### src/rtl/pc_branch_unit.sv
module pc_branch_unit #(
  parameter int ADDR_W = 16,
  parameter int OFF_W  = 8,
  parameter logic [ADDR_W-1:0] RESET_ADDR = '0
) (
  input  logic              clk,
  input  logic              rst,
  input  logic              fetch_en,
  input  logic              br_req,
  input  logic              zero_flag,
  input  logic [OFF_W-1:0]  br_offset,
  output logic [ADDR_W-1:0] fetch_addr,
  output logic              br_taken
);
  localparam int WORD_W = ADDR_W - 1;
  localparam int EXT_W  = WORD_W - OFF_W;
  localparam logic [WORD_W-1:0] RESET_WORD = RESET_ADDR[ADDR_W-1:1];

  logic [WORD_W-1:0] pc_q;
  logic [WORD_W-1:0] seq_w;
  logic [WORD_W-1:0] ofs_w;
  logic [WORD_W-1:0] tgt_w;

  assign ofs_w    = {{EXT_W{br_offset[OFF_W-1]}}, br_offset};
  assign seq_w    = pc_q + WORD_W'(1);
  assign tgt_w    = seq_w + ofs_w;
  assign br_taken = br_req & zero_flag;

  always_ff @(posedge clk) begin
    if (rst)
      pc_q <= RESET_WORD;
    else if (fetch_en)
      pc_q <= br_taken ? tgt_w : seq_w;
  end

  assign fetch_addr = {pc_q, 1'b0};
endmodule


### config.mk
export PLATFORM = sky130hd
export DESIGN_NAME = pc_branch_unit
export DESIGN_NICKNAME = d
export VERILOG_FILES = /design/src/rtl/pc_branch_unit.sv
export SDC_FILE = /design/constraint.sdc
export NUM_CORES = 1
export LEC_CHECK = 0
export ABC_AREA = 1
export BUFFER_PORTS_ARGS = -buffer_cell sky130_fd_sc_hd__buf_2
export CORE_MARGIN = 4
export CORE_UTILIZATION = 58
export CTS_CLUSTER_DIAMETER = 100
export DETAILED_ROUTE_END_ITERATION = 12
export GPL_TIMING_DRIVEN = 0
export PLACE_DENSITY_LB_ADDON = 0.05
export SETUP_SLACK_MARGIN = 0.05
export SYNTH_ARGS = -nofsm -noshare
export SYNTH_HDL_FRONTEND = slang
export SYNTH_SLANG_ARGS = --single-unit
### constraint.sdc
create_clock -name clk -period 2.91 [get_ports clk]
set_input_delay 0 -clock clk [delete_from_list [all_inputs] [get_ports clk]]
set_output_delay 0 -clock clk [all_outputs]
set_load 0.01 [all_outputs]
; ---- Yosys cells after proc, flatten, opt, wreduce, memory -nomap -nowiden
; Cells that the tools add are included.
[totals]
in_bits = 13
out_inout_bits = 17
ff_bits = 15
[op_classes]
n_bitwise = 1
n_addsub = 2
mux = 1
[ops]
columns = operator, count
row1 = $add 15x1->15 const B, 1
row2 = $add 15x15->15, 1
row3 = $mux 15, 1
row4 = $and 1x1->1, 1

; ---- Longest topological paths before layout
; Gate-level depths: netlist of the first run.
[logic_depth]
ltp_word = 3
ltp_mapped = 18
ltp_nobuf = 18

; ---- Worst setup path before layout of the first run
; OpenSTA, ideal clock, no wires.
[synth_path]
path_type = register -> register
start = register pc_q[0]
end = register pc_q[14]
arrival_ns = 2.220
path_stages_with_launch = 18
setup_slack_ns = 0.620
required_time_ns = 2.840
period_less_slack_ns = 2.290
n_path_buf = 0
cell_sequence = dfxtp_1 -> ha_1 -> nand2_1 -> nor2_2 -> nand2_1 -> nor2_1 -> xor2_1 -> inv_1 -> ha_1 -> nand2_1 -> inv_1 -> nand2_1 -> nand2_1 -> a21oi_1 -> nand2_1 -> nand3_1 -> nand3_1 -> a21oi_1
[synth_via]
elab_chain_len = 3
[synth_rtl]
columns = item, line_no
row1 = start: declaration, 19  ; logic [WORD_W-1:0] pc_q;
row2 = start signal: assignment, 33  ; pc_q <= br_taken ? tgt_w : seq_w;
row3 = $add 15x1->15 (*), 25  ; assign seq_w = pc_q + WORD_W'(1);
row4 = $add 15x15->15, 26  ; assign tgt_w = seq_w + ofs_w;
row5 = $mux 15 (*), 33
; Every way passes the cells marked *; elsewhere a longest branch is shown, timed or not.
; A chain may end at the register's enable or synchronous reset.

; ---- Final worst setup path of the first run
[layout_path]
start = register pc_q[1]
end = register pc_q[13]
; The elaborated chain is that of the path after synthesis.

==> results of run 1 <==
[logic make-up (layout without fill, tap and decap cells)]
| kind of cell | count (synthesis) | after routing | synth area share |
|---|---|---|---|
| DFF | 15 | 15 | 0.156 |
| and+or+nand+nor | 163 | 163 | 0.385 |
| adders and majority gates | 20 | 20 | 0.134 |
| other | 1 | 1 | 0.00195 |
| AOI/OAI and AO/OA | 51 | 51 | 0.142 |
| buffers and inverters | 60 | 93 | 0.122 |
| xor gates and xnor gates | 12 | 12 | 0.0585 |
[worst reg2reg max path: cells and delay by family, from the launching register on]
| kind | cells | cell delay [ns] |
|---|---|---|
| compound gates | 4 | 0.58 |
| fa+ha+maj | 2 | 0.51 |
| xor+xnor | 1 | 0.22 |
| flops | 1 | 0.44 |
| buf+inv | 1 | 0.09 |
| simple gates | 7 | 0.68 |
[stage by stage]
step | worst slack, ns | utilization | power (mW)
after floorplan | 0.620 | - | 0.460
after global placement | 0.358 | 0.683 | 0.538
after detailed placement | 0.329 | 0.683 | 0.544
after CTS | 0.306 | 0.695 | 0.669
after global routing | 0.107 | 0.698 | 0.732
final | 0.332 | 0.698 | 0.674
[layout by cell type, fill, tap and decap left out, types with 4 or more instances in the layout]
| master | Yosys | routed |
|---|---|---|
| sky130_fd_sc_hd__a21oi_1 | 24 | 24 |
| sky130_fd_sc_hd__buf_2 | 2 | 30 |
| sky130_fd_sc_hd__dfxtp_1 | 15 | 14 |
| sky130_fd_sc_hd__ha_1 | 19 | 19 |
| sky130_fd_sc_hd__inv_1 | 54 | 54 |
| sky130_fd_sc_hd__nand2_1 | 93 | 93 |
| sky130_fd_sc_hd__nand3_1 | 27 | 27 |
| sky130_fd_sc_hd__nand4_1 | 8 | 8 |
| sky130_fd_sc_hd__nor2_1 | 17 | 17 |
| sky130_fd_sc_hd__nor3_1 | 4 | 4 |
| sky130_fd_sc_hd__o21ai_0 | 19 | 19 |
| sky130_fd_sc_hd__xor2_1 | 10 | 9 |
[path summary, 6_finish.rpt]
kind	to	slack (ns)	from	depth (start not counted)
max	pc_q[13]$_SDFFE_PP0P_	0.33	pc_q[1]$_SDFFE_PP0P_	15
min	pc_q[0]$_SDFFE_PP0P_	0.15	br_offset[0]	6
max reg2reg	pc_q[13]$_SDFFE_PP0P_	0.33	pc_q[1]$_SDFFE_PP0P_	15
min reg2reg	pc_q[12]$_SDFFE_PP0P_	0.51	pc_q[12]$_SDFFE_PP0P_	2
[cell type report]
| cell class | count | area [µm²] | share of cell area |
|---|---|---|---|
| tap | 44 | 55.1 | 0.0254 |
| timing repair buffer | 29 | 150 | 0.0694 |
| clock buffer | 4 | 26.3 | 0.0121 |
| inverter | 55 | 206 | 0.0954 |
| buffer | 5 | 28.8 | 0.0133 |
| sequential | 15 | 302 | 0.139 |
| multi-input combinational | 247 | 1400 | 0.645 |
[timing repair]
action / in CTS / in global routing
resized for setup: 0 / 2
endpoints found under the setup margin: 0 / 1
hold endpoints to repair: 3 / 0
hold buffers: 1 / 0
[synth_stat cells (all sizes together)]
cell / n / area, µm²
nand2: 94 / 355
inv: 54 / 203
nand3: 30 / 165
a21oi: 25 / 129
nor2: 20 / 87.6
ha: 19 / 238
o21ai: 19 / 95.1
dfxtp: 15 / 300
xor2: 11 / 104
nand4: 8 / 50.1
nor3: 7 / 56.3
buf: 4 / 25.0
a31oi: 3 / 18.8
and2: 2 / 12.5
a21o: 1 / 7.51
clkbuf: 1 / 3.75
clkinv: 1 / 3.75
conb: 1 / 3.75
fa: 1 / 20.0
nand3b: 1 / 7.51
o211ai: 1 / 7.51
o21a: 1 / 7.51
o221ai: 1 / 8.76
or2: 1 / 6.26
xnor2: 1 / 8.76
[power by group]
group	switching (mW)	internal, mW	leakage [nW]
Clock	0.0752	0.0534	0.0150
Sequential	0.0229	0.221	0.124
Combinational	0.190	0.111	1.04
Total	0.289	0.385	1.18
[per-layer routing]
| metal | GRT usage | up-vias | wire, µm |
|---|---|---|---|
| met5 | 0 | - | 0 |
| met4 | 0.0415 | 0 | 33 |
| met3 | 0.0427 | 4 | 329 |
| met2 | 0.424 | 72 | 2360 |
| met1 | 0.339 | 910 | 2290 |
| li1 | - | 1104 | - |
==> results, run 1 <==
- STA puts the critical path data arrival time at 2.82 ns.
- Hold timing on the final database bottoms out at a slack of between 0.1 and 0.15 ns.
- The category of the critical setup timing path is flop to flop.
- Clock skew on the completed layout was measured at around 0.0040 ns.
- The synthesized instance count is 322.
- 30 I/O pins were placed.
- The buffers inserted during post-CTS setup optimization is 0.
- The number of max-cap violations is 0.
- The cell that appears most often on the critical path is sky130_fd_sc_hd__nand2_1.
- The number of different library cells in the post-synthesis netlist is 34.
- Counting the fill cells in the layout gives 314.
- The remaining antenna violation count is 0.
- For this configuration, the core starts out at a cell density of 0.620.
- Counting flops per register, the top entry is pc_q.
- The clock period minus worst slack is 2.58 ns.
- The number of global-route vias before repair came to roughly 1900.
- Walking the worst path, the cells encountered are ha_1, nand2_1, nor2_2, nand2_1, nor2_1, xor2_1, inv_1, ha_1, a21oi_1, o21ai_0, a21oi_1, nand2_1, nand2_1, nand3_1, a21oi_2.
- The share of the clock period used by the worst path after layout is 0.886.
- For this run, the number of Yosys warnings is 0.
- The diode insertion count for antenna repair is 0.
- The number of standard-cell rows in the floorplan is 20.
- The number of antenna violations at the first check in global routing was 0.
- For this run, the number of standard cells in the final layout without fillers is 399.
- The type of the worst min-delay path is primary input to flop.
- For this run, design rule violations remaining after detail routing come to 0.
- The number of iterations in the first detailed-routing pass is 4.
- The root buffer cell chosen for the clock tree is sky130_fd_sc_hd__clkbuf_4.
- Routability-driven placement finished with a final weighted congestion of between 0.9 and 1.
- Compared with the post-synthesis result, the final layout area differs by 12.5%.
- The power density relative to cell area is 311 nW/µm².
- After synthesis, the mean cell area works out to 5.98 µm².
- The data required time of the worst path is about 3.2 ns.
- The total negative setup slack is 0 ns.
- The overflow left after global routing is 0.
- The combined area of all synthesized cells is ~1900 µm².
- The analysis attributes to cell leakage a power of roughly 1.2 nW.
- The worst-case IR drop observed on VDD is 218 µV.
- The maximum fanout count along the critical path is 6.
- The die width is 65.6 µm.
- The vertical extent of the die is 65.6 µm.
- The overall track demand over capacity in global routing is 0.251.
- The total buffers and inverters traversed by the critical path is 1.
- For this run, the post-layout net count is 389.
- After legalization and detailed placement, the total HPWL measured 3.93 mm.
- The final number of max-transition violations is 0.
- The net count after synthesis is ~360.
- TritonCTS built the clock tree.
- The largest registers in the layout are pc_q x15.
- The final route contains 2090 vias.
- The depth of the CTS H-tree is 1.
- The number of instances in the placed design is 394.
- Setup repair after global routing left no endpoint under its margin.
- Counting every sink on the clock net gives 15.
- Setup violations remaining at the end of the flow were counted as 0.
- The kind of launch point of the worst setup path is a flop.
- The hold violation count in the final report came to 0.
- The flow ran to the end, and the final reports show no timing, DRC or antenna violations.
- In this run, the number of DRC markers left after iteration 0 of detailed routing was 121.
- The maximum number of pins on one net before global-route repair is 13.
- The wire length of the first global-routing pass is 8.58 mm.
- The final wirelength is 5.01 mm.
- Synthesis inferred 15 register bits.
- Once layout is done, the placed cells without fillers occupy 2160 µm².
- The top cell family by delay on the critical path is simple AND/OR/NAND/NOR gates.
- Buffers placed on the I/O ports in this run total 28.
- TritonCTS created 3 clock buffers.
- The maximum operating frequency is around 390 MHz.
- The maximum clock path buffer count is 2.
- The core region is a little over 3000 µm².
- The mean number of vias per cell is about 5.2.
- At the later pin of the worst-skew pair, clock insertion delay measures 0.29 ns.
- The worst setup path is captured at a flop.
- Summing all placed instances gives a cell area of around 2100 µm².
- After clock tree synthesis, the clock-pin slew on the worst setup and hold paths is approximately 0.10 ns.
- The largest individual stage delay along the critical path comes from the cell sky130_fd_sc_hd__dfxtp_1.
- The floorplan step defined a die boundary enclosing 4300 µm².
- The largest incremental delay on the critical path is 0.44 ns.
- For this run, the register share of the synthesized area comes to 0.156.
- The mean routed wirelength per cell is 12.6 µm.
- The fraction of final layout cells sized beyond drive strength 1 is 0.141.
- The register with the most flip-flops in the layout has 15 of them.
(Power assumes the default switching activity.)
==> run 2, diff against run 1 <==
--- a/config.mk
+++ b/config.mk
@@ -12,8 +12,10 @@
 export CTS_CLUSTER_DIAMETER = 100
 export DETAILED_ROUTE_END_ITERATION = 12
 export GPL_TIMING_DRIVEN = 0
+export MAX_ROUTING_LAYER = met4
 export PLACE_DENSITY_LB_ADDON = 0.05
 export SETUP_SLACK_MARGIN = 0.05
 export SYNTH_ARGS = -nofsm -noshare
 export SYNTH_HDL_FRONTEND = slang
 export SYNTH_SLANG_ARGS = --single-unit
+export TNS_END_PERCENT = 1
==> run 2 against run 1 <==
  * Combinational power barely moved
  * Hold slack barely moved
  * Design area did not move
  * Wire length rose by 0.30%
  * Maximum frequency fell by 0.49%
  * Via count barely moved
  * Clock-buffer cell count did not move
  * Final cell count did not move
  * Die area did not move
  * Non-clock buffer count did not move
  * Worst setup slack got worse by 0.013 ns
  * Total power barely moved
  * Largest power group unchanged
==> results, run 2 (same netlist as run 1, synthesis figures left out) <==
- The flow ran to the end, and the final reports show no timing, DRC or antenna violations.
- The final number of max-transition violations is 0.
- The most critical setup path has its endpoint at pc_q[13]$_SDFFE_PP0P_.
- The type of the worst min-delay path is primary input to flop.
- TritonCTS built the clock tree.
- The number of max-cap violations is 0.
- Clock-pin slew was measured on the worst setup and hold paths at about 0.1 ns.
- The critical path arrival is 2.83 ns.
- The fraction of final layout cells sized beyond drive strength 1 is 0.141.
- The largest registers in the layout are pc_q x15.
- The maximum number of pins on one net before global-route repair is 13.
- CTS built an H-tree with a depth of 1.
- The setup skew after layout is roughly 0.0038 ns.
- The top cell types in the final layout, fill and taps aside, are sky130_fd_sc_hd__nand2_1 (93), sky130_fd_sc_hd__inv_1 (54), sky130_fd_sc_hd__buf_2 (30).
- The clock drives 15 sinks.
- The total cell area at the placement stage is 2120 µm².
- Hold timing on the final database bottoms out at a slack of about 0.15 ns.
- The category of the worst setup path capture point is a flop.
- The total overflow left after global routing is 0.
- The minimum setup slack in the final design is 0.320 ns.
- The internal power of the cells totals 0.385 mW.
- In the global route stage, overall resource usage came out at 0.258.
- The number of antenna violations at the first check in global routing is 0.
- The slowest stage of the critical path is the sky130_fd_sc_hd__dfxtp_1 cell.
- The first global-routing pass estimated roughly 8.6 mm of wire.
- After floorplanning, the core was sized to cover 3100 µm².
- The total buffers and inverters traversed by the critical path is 1.
- The detail route stage leaves a number of antenna-violating nets equal to 0.
- The final wirelength is 5.03 mm.
- The vertical extent of the die is 65.6 µm.
- The signal on the critical path passes through ha_1, nand2_1, nor2_2, nand2_1, nor2_1, xor2_1, inv_1, ha_1, a21oi_1, o21ai_0, a21oi_1, nand2_1, nand2_1, nand3_1, a21oi_2.
- The routability congestion estimate is between 0.9 and 1.
- Setup repair after global routing left no endpoint under its margin.
- With fillers left out, the area of the finished cells amounts to 2160 µm².
- The worst setup path is launched from a flop.
- The starting density of the core is 0.620.
- Static timing analysis puts the maximum clock frequency at 386 MHz.
- Dividing the final minimum period by the clock period gives 0.890.
- The number of vias in the routed layout is 2091.
- The mean number of vias per cell is around 5.2.
- In this run the power spent charging and discharging nets is 0.288 mW.
- In this run the worst path has a maximum fanout of 6.
- The clock latency of the later-clocked register in the worst-skew pair is 0.29 ns.
- The register with the most flip-flops in the layout has 15 of them.
- The clock period minus worst slack is about 2.6 ns.
- The largest voltage drop on the vdd net is 217 µV.
- Before CTS, the worst setup slack after placement is 0.329 ns.
- Counting cells, the worst reg-to-reg path comes to 15.
- The number of setup violations in the final report is 0.
- The root buffer cell is sky130_fd_sc_hd__clkbuf_4.
- The number of placed I/O pins is 30.
- The most common cell after layout, fill and taps aside is sky130_fd_sc_hd__nand2_1.
- The share of total power in combinational logic is 0.447.
- Data on the critical path is required at its endpoint by 3.15 ns.
- The DRC violation total after the first TritonRoute iteration is 110.
- The reg-to-reg endpoint is pc_q[13]$_SDFFE_PP0P_.
- The launching point of the worst reg2reg path is pc_q[1]$_SDFFE_PP0P_.
- For this design the ratio of total power to cell area is just over 300 nW/µm².
- More flip-flops sit in one register than any other, and that register is pc_q.
- The maximum clock path buffer count is 2.
- The hold violation count in the final report is 0.
- The number of clock buffers added by TritonCTS is 3.
- The largest incremental delay on the critical path is ~0.44 ns.
- Of the total power, the clock network draws 0.191.
- In the routed design, unresolved DRC markers number 0.
- The part of the total power dissipated in sequential elements is 0.362.
- The number of standard-cell rows in the floorplan is 20.
- The number of cells on the critical path is 15.
- The worst register-to-register path has a setup slack of 0.32 ns.
- The HPWL after detailed placement is approximately 4 mm.
- The full die area is 4300 µm².
- Dividing the detail-routed wire length by the instance count gives ~13 µm.
- The number of antenna diodes in the final layout is 0.
- On the critical path the largest part of the delay comes from simple AND/OR/NAND/NOR gates.
- The number of input and output port buffers inserted is 28.
- By startpoint and endpoint, the worst setup path is classified as flop to flop.
- The number of global-route vias before repair was 1890.
- After the last flow step, the layout net total stands at 389.
- Among the stages of the critical path, the cell type that occurs most often is sky130_fd_sc_hd__nand2_1.
- The fraction of power spent switching nets is 0.428.
- The number of iterations in the first detailed-routing pass is 4.
- The total negative setup slack is 0 ns.
- Tracing the worst setup path back leads to its startpoint at pc_q[1]$_SDFFE_PP0P_.
- In this run the static leakage power is 1.18 nW.
- The die width is approximately 66 µm.
- Relative to the synthesized area, the layout overhead comes to 12.5%.
run 2: cell counts in the layout (fill, tap and decap cells not counted):
Identical to the previous run, type by type.
run 2: power groups by stage:
stage / registers, mW / clock network (mW) / logic, mW
6_report: 0.244 / 0.128 / 0.301
4_1_cts: 0.243 / 0.126 / 0.300
5_1_grt: 0.247 / 0.138 / 0.346
3_5_place_dp: 0.248 / 0 / 0.297
2_1_floorplan: 0.251 / 0 / 0.209
3_3_place_gp: 0.248 / 0 / 0.291
run 2: tightest hold or removal path, delay by kind of cell:
family                   cells  cell delay (ns)
buffers and inverters        2             0.13
AO/OA/AOI/OAI                2             0.12
AND/OR/NAND/NOR              1             0.04
adder cells (fa/ha/maj)      1             0.12
run 2: worst min path at each step:
stage	from	cells after the start	endpoint
finish	br_offset[0]	6	pc_q[0]$_SDFFE_PP0P_
detailed placement	rst	2	pc_q[12]$_SDFFE_PP0P_
global placement	rst	2	pc_q[12]$_SDFFE_PP0P_
global route	fetch_en	4	pc_q[4]$_SDFFE_PP0P_
CTS	br_offset[0]	6	pc_q[0]$_SDFFE_PP0P_
floorplan	rst	1	pc_q[12]$_SDFFE_PP0P_
run 2: layer usage:
metal | part of all wire | GRT usage | wire (µm)
met5 | 0 | - | 0
met4 | 0.0066 | 0.0415 | 33
met3 | 0.055 | 0.0427 | 278
met2 | 0.47 | 0.424 | 2350
met1 | 0.47 | 0.339 | 2360
run 2: area by class of cell:
type | instances | area [µm²]
plain buffers | 5 | 28.8
clock buffers | 4 | 26.3
fillers | 314 | 938
inverters | 55 | 206
multi-input cells | 247 | 1400
flip-flops and latches | 15 | 302
well taps | 44 | 55.1
repair buffers | 29 | 150
run 2: metrics by stage:
| step | utilization | cells | total power, mW |
|---|---|---|---|
| finish | 0.698 | 399 | 0.674 |
| detailed placement | 0.683 | 394 | 0.544 |
| global placement | 0.683 | 394 | 0.538 |
| floorplan | - | 322 | 0.460 |
| global route | 0.698 | 399 | 0.732 |
| CTS | 0.695 | 399 | 0.669 |
run 2: repair_timing:
item | in CTS | in global routing
gates resized for setup | 0 | 2
endpoints found under the setup margin | 0 | 1
hold buffers | 1 | 0
endpoints found under the hold margin | 3 | 0
buffers inserted | 0 | 0
